## src/rtl/iso_tx_evt_pkg.sv

```systemverilog
package iso_tx_evt_pkg;
    typedef enum logic [2:0] {
        ACC_NONE,
        ACC_EVT_SET,
        ACC_EVT_CLR,
        ACC_MSK_SET,
        ACC_MSK_CLR
    } acc_e;
endpackage

```

## src/rtl/iso_evt_decode.sv

```systemverilog
module iso_evt_decode
    import iso_tx_evt_pkg::*;
#(
    parameter int ADDR_W = 8,
    parameter logic [ADDR_W-1:0] OFF_EVT_SET = 8'h90,
    parameter logic [ADDR_W-1:0] OFF_EVT_CLR = 8'h94,
    parameter logic [ADDR_W-1:0] OFF_MSK_SET = 8'h98,
    parameter logic [ADDR_W-1:0] OFF_MSK_CLR = 8'h9C
) (
    input  logic [ADDR_W-1:0] addr_i,
    output acc_e              kind_o
);
    always_comb begin
        if (addr_i == OFF_EVT_SET)      kind_o = ACC_EVT_SET;
        else if (addr_i == OFF_EVT_CLR) kind_o = ACC_EVT_CLR;
        else if (addr_i == OFF_MSK_SET) kind_o = ACC_MSK_SET;
        else if (addr_i == OFF_MSK_CLR) kind_o = ACC_MSK_CLR;
        else                            kind_o = ACC_NONE;
    end
endmodule

```

## src/rtl/iso_evt_edge.sv

```systemverilog
module iso_evt_edge #(
    parameter int NCTX = 8
) (
    input  logic            clk,
    input  logic            rst_n,
    input  logic [NCTX-1:0] irq_i,
    output logic [NCTX-1:0] rise_o
);
    logic [NCTX-1:0] prev_q;

    for (genvar g = 0; g < NCTX; g++) begin : g_lane
        always_ff @(posedge clk) begin
            if (!rst_n) prev_q[g] <= 1'b0;
            else        prev_q[g] <= irq_i[g];
        end
        assign rise_o[g] = irq_i[g] & ~prev_q[g];
    end
endmodule

```

## src/rtl/iso_evt_bits.sv

```systemverilog
module iso_evt_bits #(
    parameter int NCTX = 8
) (
    input  logic            clk,
    input  logic            rst_n,
    input  logic [NCTX-1:0] rise_i,
    input  logic [NCTX-1:0] evt_set_i,
    input  logic [NCTX-1:0] evt_clr_i,
    input  logic [NCTX-1:0] msk_set_i,
    input  logic [NCTX-1:0] msk_clr_i,
    output logic [NCTX-1:0] evt_o,
    output logic [NCTX-1:0] msk_o
);
    logic [NCTX-1:0] evt_q;
    logic [NCTX-1:0] msk_q;
    logic [NCTX-1:0] evt_d;
    logic [NCTX-1:0] msk_d;

    always_comb begin
        // set sources take priority over a clear in the same cycle
        evt_d = (evt_q & ~evt_clr_i) | rise_i | evt_set_i;
        msk_d = (msk_q & ~msk_clr_i) | msk_set_i;
    end

    // event bits have no defined reset value
    always_ff @(posedge clk) begin
        evt_q <= evt_d;
    end

    always_ff @(posedge clk) begin
        if (!rst_n) msk_q <= '0;
        else        msk_q <= msk_d;
    end

    assign evt_o = evt_q;
    assign msk_o = msk_q;


    evt_clear_chk: assert property (@(posedge clk) disable iff (!rst_n)
        (|(evt_clr_i & ~rise_i & ~evt_set_i)) |=>
        ((evt_q & $past(evt_clr_i & ~rise_i & ~evt_set_i)) == '0));


    rise_wins_chk: assert property (@(posedge clk) disable iff (!rst_n)
        (|rise_i) |=> ((evt_q & $past(rise_i)) == $past(rise_i)));


    mask_hold_chk: assert property (@(posedge clk) disable iff (!rst_n)
        !(|msk_set_i || |msk_clr_i) |=> $stable(msk_q));
endmodule

```

## src/rtl/iso_tx_evt_reg.sv

```systemverilog
module iso_tx_evt_reg
    import iso_tx_evt_pkg::*;
#(
    parameter int NCTX   = 8,
    parameter int ADDR_W = 8,
    parameter int DATA_W = 32
) (
    input  logic              clk,
    input  logic              rst_n,
    input  logic [ADDR_W-1:0] bus_addr,
    input  logic              bus_wr,
    input  logic              bus_rd,
    input  logic [DATA_W-1:0] bus_wdata,
    output logic [DATA_W-1:0] bus_rdata,
    input  logic [NCTX-1:0]   ctx_irq,
    output logic              irq_summary
);
    localparam int PAD_W = DATA_W - NCTX;

    acc_e            kind;
    logic [NCTX-1:0] rise;
    logic [NCTX-1:0] evt;
    logic [NCTX-1:0] msk;
    logic [NCTX-1:0] wbits;
    logic [NCTX-1:0] evt_set, evt_clr, msk_set, msk_clr;
    logic [NCTX-1:0] rd_mux;
    logic [DATA_W-1:0] rdata_q;

    iso_evt_decode #(.ADDR_W(ADDR_W)) u_dec (
        .addr_i (bus_addr),
        .kind_o (kind)
    );

    iso_evt_edge #(.NCTX(NCTX)) u_edge (
        .clk    (clk),
        .rst_n  (rst_n),
        .irq_i  (ctx_irq),
        .rise_o (rise)
    );

    assign wbits = bus_wdata[NCTX-1:0];

    always_comb begin
        evt_set = '0;
        evt_clr = '0;
        msk_set = '0;
        msk_clr = '0;
        if (bus_wr) begin
            unique case (kind)
                ACC_EVT_SET: evt_set = wbits;
                ACC_EVT_CLR: evt_clr = wbits;
                ACC_MSK_SET: msk_set = wbits;
                ACC_MSK_CLR: msk_clr = wbits;
                default:     ;
            endcase
        end
    end

    iso_evt_bits #(.NCTX(NCTX)) u_bits (
        .clk       (clk),
        .rst_n     (rst_n),
        .rise_i    (rise),
        .evt_set_i (evt_set),
        .evt_clr_i (evt_clr),
        .msk_set_i (msk_set),
        .msk_clr_i (msk_clr),
        .evt_o     (evt),
        .msk_o     (msk)
    );

    always_comb begin
        unique case (kind)
            ACC_EVT_SET: rd_mux = evt;
            ACC_EVT_CLR: rd_mux = evt & msk;
            ACC_MSK_SET,
            ACC_MSK_CLR: rd_mux = msk;
            default:     rd_mux = '0;
        endcase
    end

    always_ff @(posedge clk) begin
        if (!rst_n)      rdata_q <= '0;
        else if (bus_rd) rdata_q <= {{PAD_W{1'b0}}, rd_mux};
        else             rdata_q <= '0;
    end

    assign bus_rdata   = rdata_q;
    assign irq_summary = |(evt & msk);


    rsvd_zero_chk: assert property (@(posedge clk) disable iff (!rst_n)
        bus_rdata[DATA_W-1:NCTX] == '0);


    idle_rdata_chk: assert property (@(posedge clk) disable iff (!rst_n)
        !bus_rd |=> (bus_rdata == '0));
endmodule

```

## config.mk

```make
export PLATFORM = sky130hd
export DESIGN_NAME = iso_tx_evt_reg
export DESIGN_NICKNAME = d
export VERILOG_FILES = /design/src/rtl/iso_tx_evt_pkg.sv /design/src/rtl/iso_evt_decode.sv /design/src/rtl/iso_evt_edge.sv /design/src/rtl/iso_evt_bits.sv /design/src/rtl/iso_tx_evt_reg.sv
export SDC_FILE = /design/constraint.sdc
export NUM_CORES = 1
export LEC_CHECK = 0
export BUFFER_PORTS_ARGS = -buffer_cell sky130_fd_sc_hd__buf_2
export CAP_MARGIN = 20
export CORE_MARGIN = 5
export CORE_UTILIZATION = 47
export DETAILED_ROUTE_END_ITERATION = 7
export PLACE_DENSITY = 0.81
export SETUP_SLACK_MARGIN = 0.5
export SLEW_MARGIN = 25
export SYNTH_ARGS = -nofsm -noshare
export SYNTH_HDL_FRONTEND = slang
export SYNTH_SLANG_ARGS = --single-unit
```

## constraint.sdc

```tcl
create_clock -name clk -period 2.1 [get_ports clk]
set_input_delay 0.21 -clock clk [delete_from_list [all_inputs] [get_ports clk]]
set_output_delay 0.21 -clock clk [all_outputs]
set_load 0.02 [all_outputs]
```

==> flow_summary.json, run 1 <==
{
  "cts_root_buf": "clkbuf_4",
  "r2r_cells": 3,
  "fill_cells": 343,
  "final_common_cell": "buf_2",
  "regArea_um2": 641,
  "cp_slowest_stage_delay_ns": 0.34,
  "cts_sinks": 32,
  "p_leak_nw": 0.769,
  "io_buffers": 36,
  "finalMaxSlewViolations": 0,
  "drcViolationCount": 0,
  "final_cell_mix": "buf_2 (36), dfxtp_1 (32), conb_1 (24)",
  "power_density_nw_per_um2": 644,
  "ant_nets": 0,
  "critPathCaptureType": "primary output",
  "gr-usage-all-layers_pct": 16.4,
  "min_period_ns": 1.41,
  "synth.distinct_cells": 28,
  "hold_viol_final": 0,
  "dieArea_um2": 4590,
  "clk_pin_slew_worst_paths_ns": 0.09,
  "post_cts.repair.setup_buffers": 0,
  "status": "completed",
  "fin_nets": 252,
  "cp_max_fo": 3,
  "gr-total-overflow": 0,
  "synth_compound_area_share_pct": 14.4,
  "grt_pass1_wl_um": 5570,
  "cts_made_buffers": 5,
  "ys_ff_latch": 32,
  "rows": 21,
  "routed_wl_um": 3290,
  "tns_ns": 0,
  "ios": 85,
  "synth_top_cell_by_area": "dfxtp_1",
  "drv_cap": 0,
  "finalInstanceArea_um2": 1720,
  "min_to": "u_edge.prev_q[6]",
  "synth.yosys.seq_area_share_pct": 40.8,
  "synth_top_family_by_area": "simple AND/OR/NAND/NOR gates",
  "wl_per_cell_um": 13.3,
  "place.gp.congestion": 0.706,
  "drive_above_1_share_pct": 26.4,
  "cts_buffer_depth": 2,
  "core_um2": 3280,
  "grt_pass1_vias": 1256,
  "fmax_mhz": 709,
  "vias_per_cell": 5.07,
  "slowest_stage": "dfxtp_1",
  "synth_top_area_share_pct": 40.8,
  "drt-initial-drc-count": 56,
  "avgSynthCellArea_um2": 9.34,
  "period_share_pct": 67.2,
  "cts_tree": "done",
  "ctsResizeCount": 0,
  "worstHoldStart": "ctx_irq[6]",
  "rsz0062_at_grt": "no",
  "dpl-instance-area_um2": 1670,
  "tightest_slew_ns": 0.552,
  "synth_xor_area_share_pct": 0,
  "ir_drop_mv": 0.387,
  "diodes": 0,
  "clk_latency_ns": 0.33,
  "setup-violations-final": 0,
  "path_cells": "a22oi_1 > nand4_1 > buf_2",
  "synthSimpleGateAreaFrac_pct": 18.1,
  "dpl.hpwl_um": 2420,
  "drt_first_pass_iters": 4,
  "antenna_found_initial": 0,
  "cp.required_ns": 1.89,
  "synth_cells": 168,
  "syn2layout_area_growth_pct": 9.89,
  "critical-path-top-delay-family": "flip-flops",
  "yosys-top-cells-area": "dfxtp_1 (41%), buf_4 (12%), mux2i_1 (9.6%)",
  "r2r_setup_slack_ns": 1.32,
  "die_y_um": 67.8,
  "worstHoldPathCells": 2,
  "synth_fa_ha_area_share_pct": 0,
  "ys_warn_count": 0,
  "dieWidth_um": 67.8,
  "fin_skew_ns": 0.00251,
  "grt_start_max_net_pins": 20,
  "start_util_pct": 47.8,
  "netlist_area_um2": 1570,
  "relSlewSlack_pct": 63.1,
  "crit_type": "flip-flop to primary output",
  "cp-start-kind": "flip-flop",
  "multiInputGateArea_um2": 749,
  "hp-class": "input port to flip-flop",
  "hold_buffers": 0,
  "synthMuxAreaShare_pct": 9.57,
  "rr_endpoint": "u_bits.evt_o[4]",
  "crit_buf_inv": 1,
  "crit_arrival_ns": 1.20,
  "r2r_start": "u_edge.prev_q[4]",
  "cts-htree-levels": 2,
  "vias": 1252
}
[metal layers]
layer | track usage, % | up-vias | share of wire (%) | wire, um
li1 | - | 612 | - | -
met1 | 18.2 | 587 | 41 | 1340
met2 | 28.8 | 46 | 49 | 1610
met3 | 4.99 | 7 | 8.4 | 277
met4 | 6.95 | 0 | 1.9 | 62
met5 | 0 | - | 0 | 0
[stage by stage]
step / utilization [%] / power [W] / worst slack (ns) / hold WS [ns] / cells
finish: 52.5 / 0.00111 / 0.689 / 0.0866 / 247
global route: 52.5 / 0.00116 / 0.638 / 0.107 / 247
global placement: 50.7 / 0.000754 / 0.456 / 0.430 / 239
CTS: 52.5 / 0.00112 / 0.679 / 0.0852 / 247
floorplan: - / 0.000753 / 0.879 / 0.332 / 191
detailed placement: 50.7 / 0.000757 / 0.461 / 0.433 / 239
[sequential cells by signal (all words and copies together), names as in the netlist]
signal	count
u_edge.prev_q	8
u_bits.msk_o	8
bus_rdata	8
u_bits.evt_o	8
[synth_stat cells]
| cell | number |
|---|---|
| a21oi_1 | 7 |
| buf_1 | 1 |
| buf_6 | 1 |
| nand2_1 | 17 |
| nand2b_1 | 1 |
| o41ai_1 | 1 |
| nand4bb_1 | 1 |
| dfxtp_1 | 32 |
| a21boi_0 | 7 |
| nor4_1 | 7 |
| or4_1 | 1 |
| or2_1 | 1 |
| buf_4 | 25 |
| clkbuf_1 | 6 |
| and2_1 | 8 |
| nor3_2 | 1 |
| o221ai_1 | 1 |
| nor2_1 | 1 |
| a22oi_1 | 4 |
| inv_1 | 8 |
| nor3b_2 | 1 |
| buf_2 | 2 |
| conb_1 | 1 |
| o221a_2 | 7 |
| and4bb_2 | 1 |
| nand4_1 | 9 |
| mux2i_1 | 15 |
| o221a_1 | 1 |
[where the power goes]
group	switching, W	leakage [nW]	internal (W)
Combinational	0.0000926	0.476	0.0000344
Clock	0.000201	0.0326	0.000165
Sequential	0.00000238	0.260	0.000615
Total	0.000296	0.769	0.000815
[kinds of logic (layout without fill, tap and decap cells)]
logic type	after synthesis	in the layout
and+or+nand+nor	49	49
buffers and inverters	43	53
DFF	32	32
AOI/OAI and AO/OA	28	28
muxes	15	15
other	1	24
[how the worst max path moves through the flow]
| stage | start | endpoint | slack [ns] | cells after the start |
|---|---|---|---|---|
| 2_1_floorplan | bus_addr[6] | u_bits.evt_o[6] | 0.88 | 4 |
| 3_3_place_gp | bus_addr[6] | u_bits.evt_o[6] | 0.46 | 4 |
| 3_5_place_dp | bus_addr[6] | u_bits.evt_o[6] | 0.46 | 4 |
| 4_1_cts | u_bits.msk_o[5] | irq_summary | 0.68 | 3 |
| 5_1_grt | u_bits.msk_o[5] | irq_summary | 0.64 | 3 |
| 6_report | u_bits.evt_o[5] | irq_summary | 0.69 | 3 |
[layout make-up]
type / instances / share of cell area [%]
Sequential cell: 32 / 37.2
Clock buffer: 8 / 3.41
Inverter: 8 / 1.74
Tap cell: 46 / 3.34
Multi-Input combinational cell: 116 / 43.5
Timing Repair Buffer: 37 / 10.9
Note: power is estimated with default switching activity, not from simulation.
==> inputs of run 2 (changes only) <==
--- a/config.mk
+++ b/config.mk
@@ -8,9 +8,9 @@
 export BUFFER_PORTS_ARGS = -buffer_cell sky130_fd_sc_hd__buf_2
 export CAP_MARGIN = 20
 export CORE_MARGIN = 5
-export CORE_UTILIZATION = 47
+export CORE_UTILIZATION = 40
 export DETAILED_ROUTE_END_ITERATION = 7
-export PLACE_DENSITY = 0.81
+export PLACE_DENSITY = 0.73
 export SETUP_SLACK_MARGIN = 0.5
 export SLEW_MARGIN = 25
 export SYNTH_ARGS = -nofsm -noshare
==> constraint.sdc (replaced) <==
create_clock -name clk -period 1.13 [get_ports clk]
set_input_delay 0.113 -clock clk [delete_from_list [all_inputs] [get_ports clk]]
set_output_delay 0.113 -clock clk [all_outputs]
set_load 0.02 [all_outputs]
==> flow_summary.json, run 2 (synthesized netlist as in run 1, its figures left out) <==
{
  "status": "finished, violations left",
  "violations": "setup timing",
  "drt-initial-drc-count": 51,
  "rows": 22,
  "fmax_mhz": 800,
  "cts-htree-levels": 2,
  "start_util_pct": 41.9,
  "rsz0062_at_grt": "yes",
  "die_y_um": 72.6,
  "drv_cap": 0,
  "cp.required_ns": 1.02,
  "routed_wl_um": 4300,
  "clk_pin_slew_worst_paths_ns": 0.07,
  "grt_pass1_vias": 1349,
  "clk_latency_ns": 0.29,
  "cts_sinks": 32,
  "grt_start_max_net_pins": 16,
  "crit_type": "flip-flop to primary output",
  "fin_nets": 273,
  "setup-violations-final": 1,
  "drt_first_pass_iters": 4,
  "wl_per_cell_um": 16.0,
  "place.gp.congestion": 0.781,
  "critPathCaptureType": "primary output",
  "dieArea_um2": 5280,
  "ios": 85,
  "cts_tree": "done",
  "period_share_pct": 111,
  "gr-total-overflow": 0,
  "r2r_setup_slack_ns": 0.39,
  "grt_pass1_wl_um": 6530,
  "fin_ws_ns": -0.121,
  "p_leak_nw": 0.986,
  "dieWidth_um": 72.6,
  "hold_buffers": 0,
  "ir_drop_mv": 0.528,
  "cp-start-kind": "flip-flop",
  "dpl.hpwl_um": 2710,
  "final_cell_mix": "conb_1 (24), buf_6 (23), buf_2 (21), dfxtp_1 (21), nand2_1 (17)",
  "fin_skew_ns": 0.00821,
  "finalInstanceArea_um2": 2300,
  "drive_above_1_share_pct": 45.7,
  "syn2layout_area_growth_pct": 46.9,
  "fill_cells": 338,
  "ant_nets": 0,
  "power_density_nw_per_um2": 1020,
  "antenna_found_initial": 0,
  "hold_viol_final": 0,
  "vias_per_cell": 5.04,
  "vias": 1355,
  "cts_buffer_depth": 2,
  "dpl-instance-area_um2": 1770,
  "min_period_ns": 1.25,
  "final_common_cell": "conb_1",
  "core_um2": 3740,
  "cts_made_buffers": 5,
  "cts_root_buf": "clkbuf_8",
  "hp-class": "input port to flip-flop",
  "io_buffers": 36,
  "crit_arrival_ns": 1.14,
  "finalMaxSlewViolations": 0,
  "drcViolationCount": 0,
  "cp_max_fo": 3,
  "final_util_pct": 61.6,
  "diodes": 0,
  "gr-usage-all-layers_pct": 16.7
}
run 2: cell count changes in the layout (fill, tap and decap cells not counted), sizes merged:
cell / change
buf: +20
clkbuf: -2
clkinv: +1
or2: +1
run 2: stage by stage:
stage / TNS (ns) / hold WS [ns] / instances / power [W] / setup slack, ns
finish: -0.121 / 0.0498 / 269 / 0.00236 / -0.121
global route: -0.168 / 0.0479 / 269 / 0.00245 / -0.168
CTS: -0.119 / 0.0442 / 267 / 0.00235 / -0.119
detailed placement: -1.67 / 0.344 / 252 / 0.00144 / -0.209
global placement: -1.38 / 0.339 / 252 / 0.00144 / -0.158
floorplan: 0 / 0.240 / 191 / 0.00142 / 0.0242
run 2: worst paths after layout:
check,startpoint,to,depth (start not counted)
max,u_bits.evt_o[3],irq_summary,3
min reg2reg,u_bits.msk_o[6],u_bits.msk_o[6],2
max reg2reg,u_bits.evt_o[6],u_bits.evt_o[6],2
min,ctx_irq[6],u_edge.prev_q[6],2
run 2: timing repair:
action | 4_1_cts | 5_1_grt
gates resized for setup | 72 | 13
cloned | 2 | 0
setup buffers | 6 | 2
endpoints found under the setup margin | 33 | 33
pin swaps | 17 | 10
run 2: critical path: stages (launching register included):
cell     delay, ns
dfxtp_1       0.35
a22oi_2       0.21
nand4_1       0.11
buf_4         0.17
run 2: final cells by class:
class | instances | area [um^2] | share of cell area (%)
clock buffer | 6 | 72.6 | 3.15
clock inverter | 1 | 5.00 | 0.217
inverter | 8 | 30.0 | 1.30
multi-input combinational | 117 | 993 | 43.1
sequential | 32 | 654 | 28.4
tap | 48 | 60.1 | 2.61
timing repair buffer | 57 | 489 | 21.2
run 2: layer usage:
metal	global-route usage, %	routed length (um)	share of wire [%]
met5	0	0	0
met2	27.5	2140	50
met3	5.92	332	7.7
met1	19.6	1740	40
met4	6.97	90	2.1
run 2: power by group:
| group | switching, W | leakage, nW | internal, W |
|---|---|---|---|
| clock network | 0.000414 | 0.0410 | 0.000418 |
| registers | 0.00000603 | 0.264 | 0.00114 |
| logic | 0.000235 | 0.681 | 0.000142 |
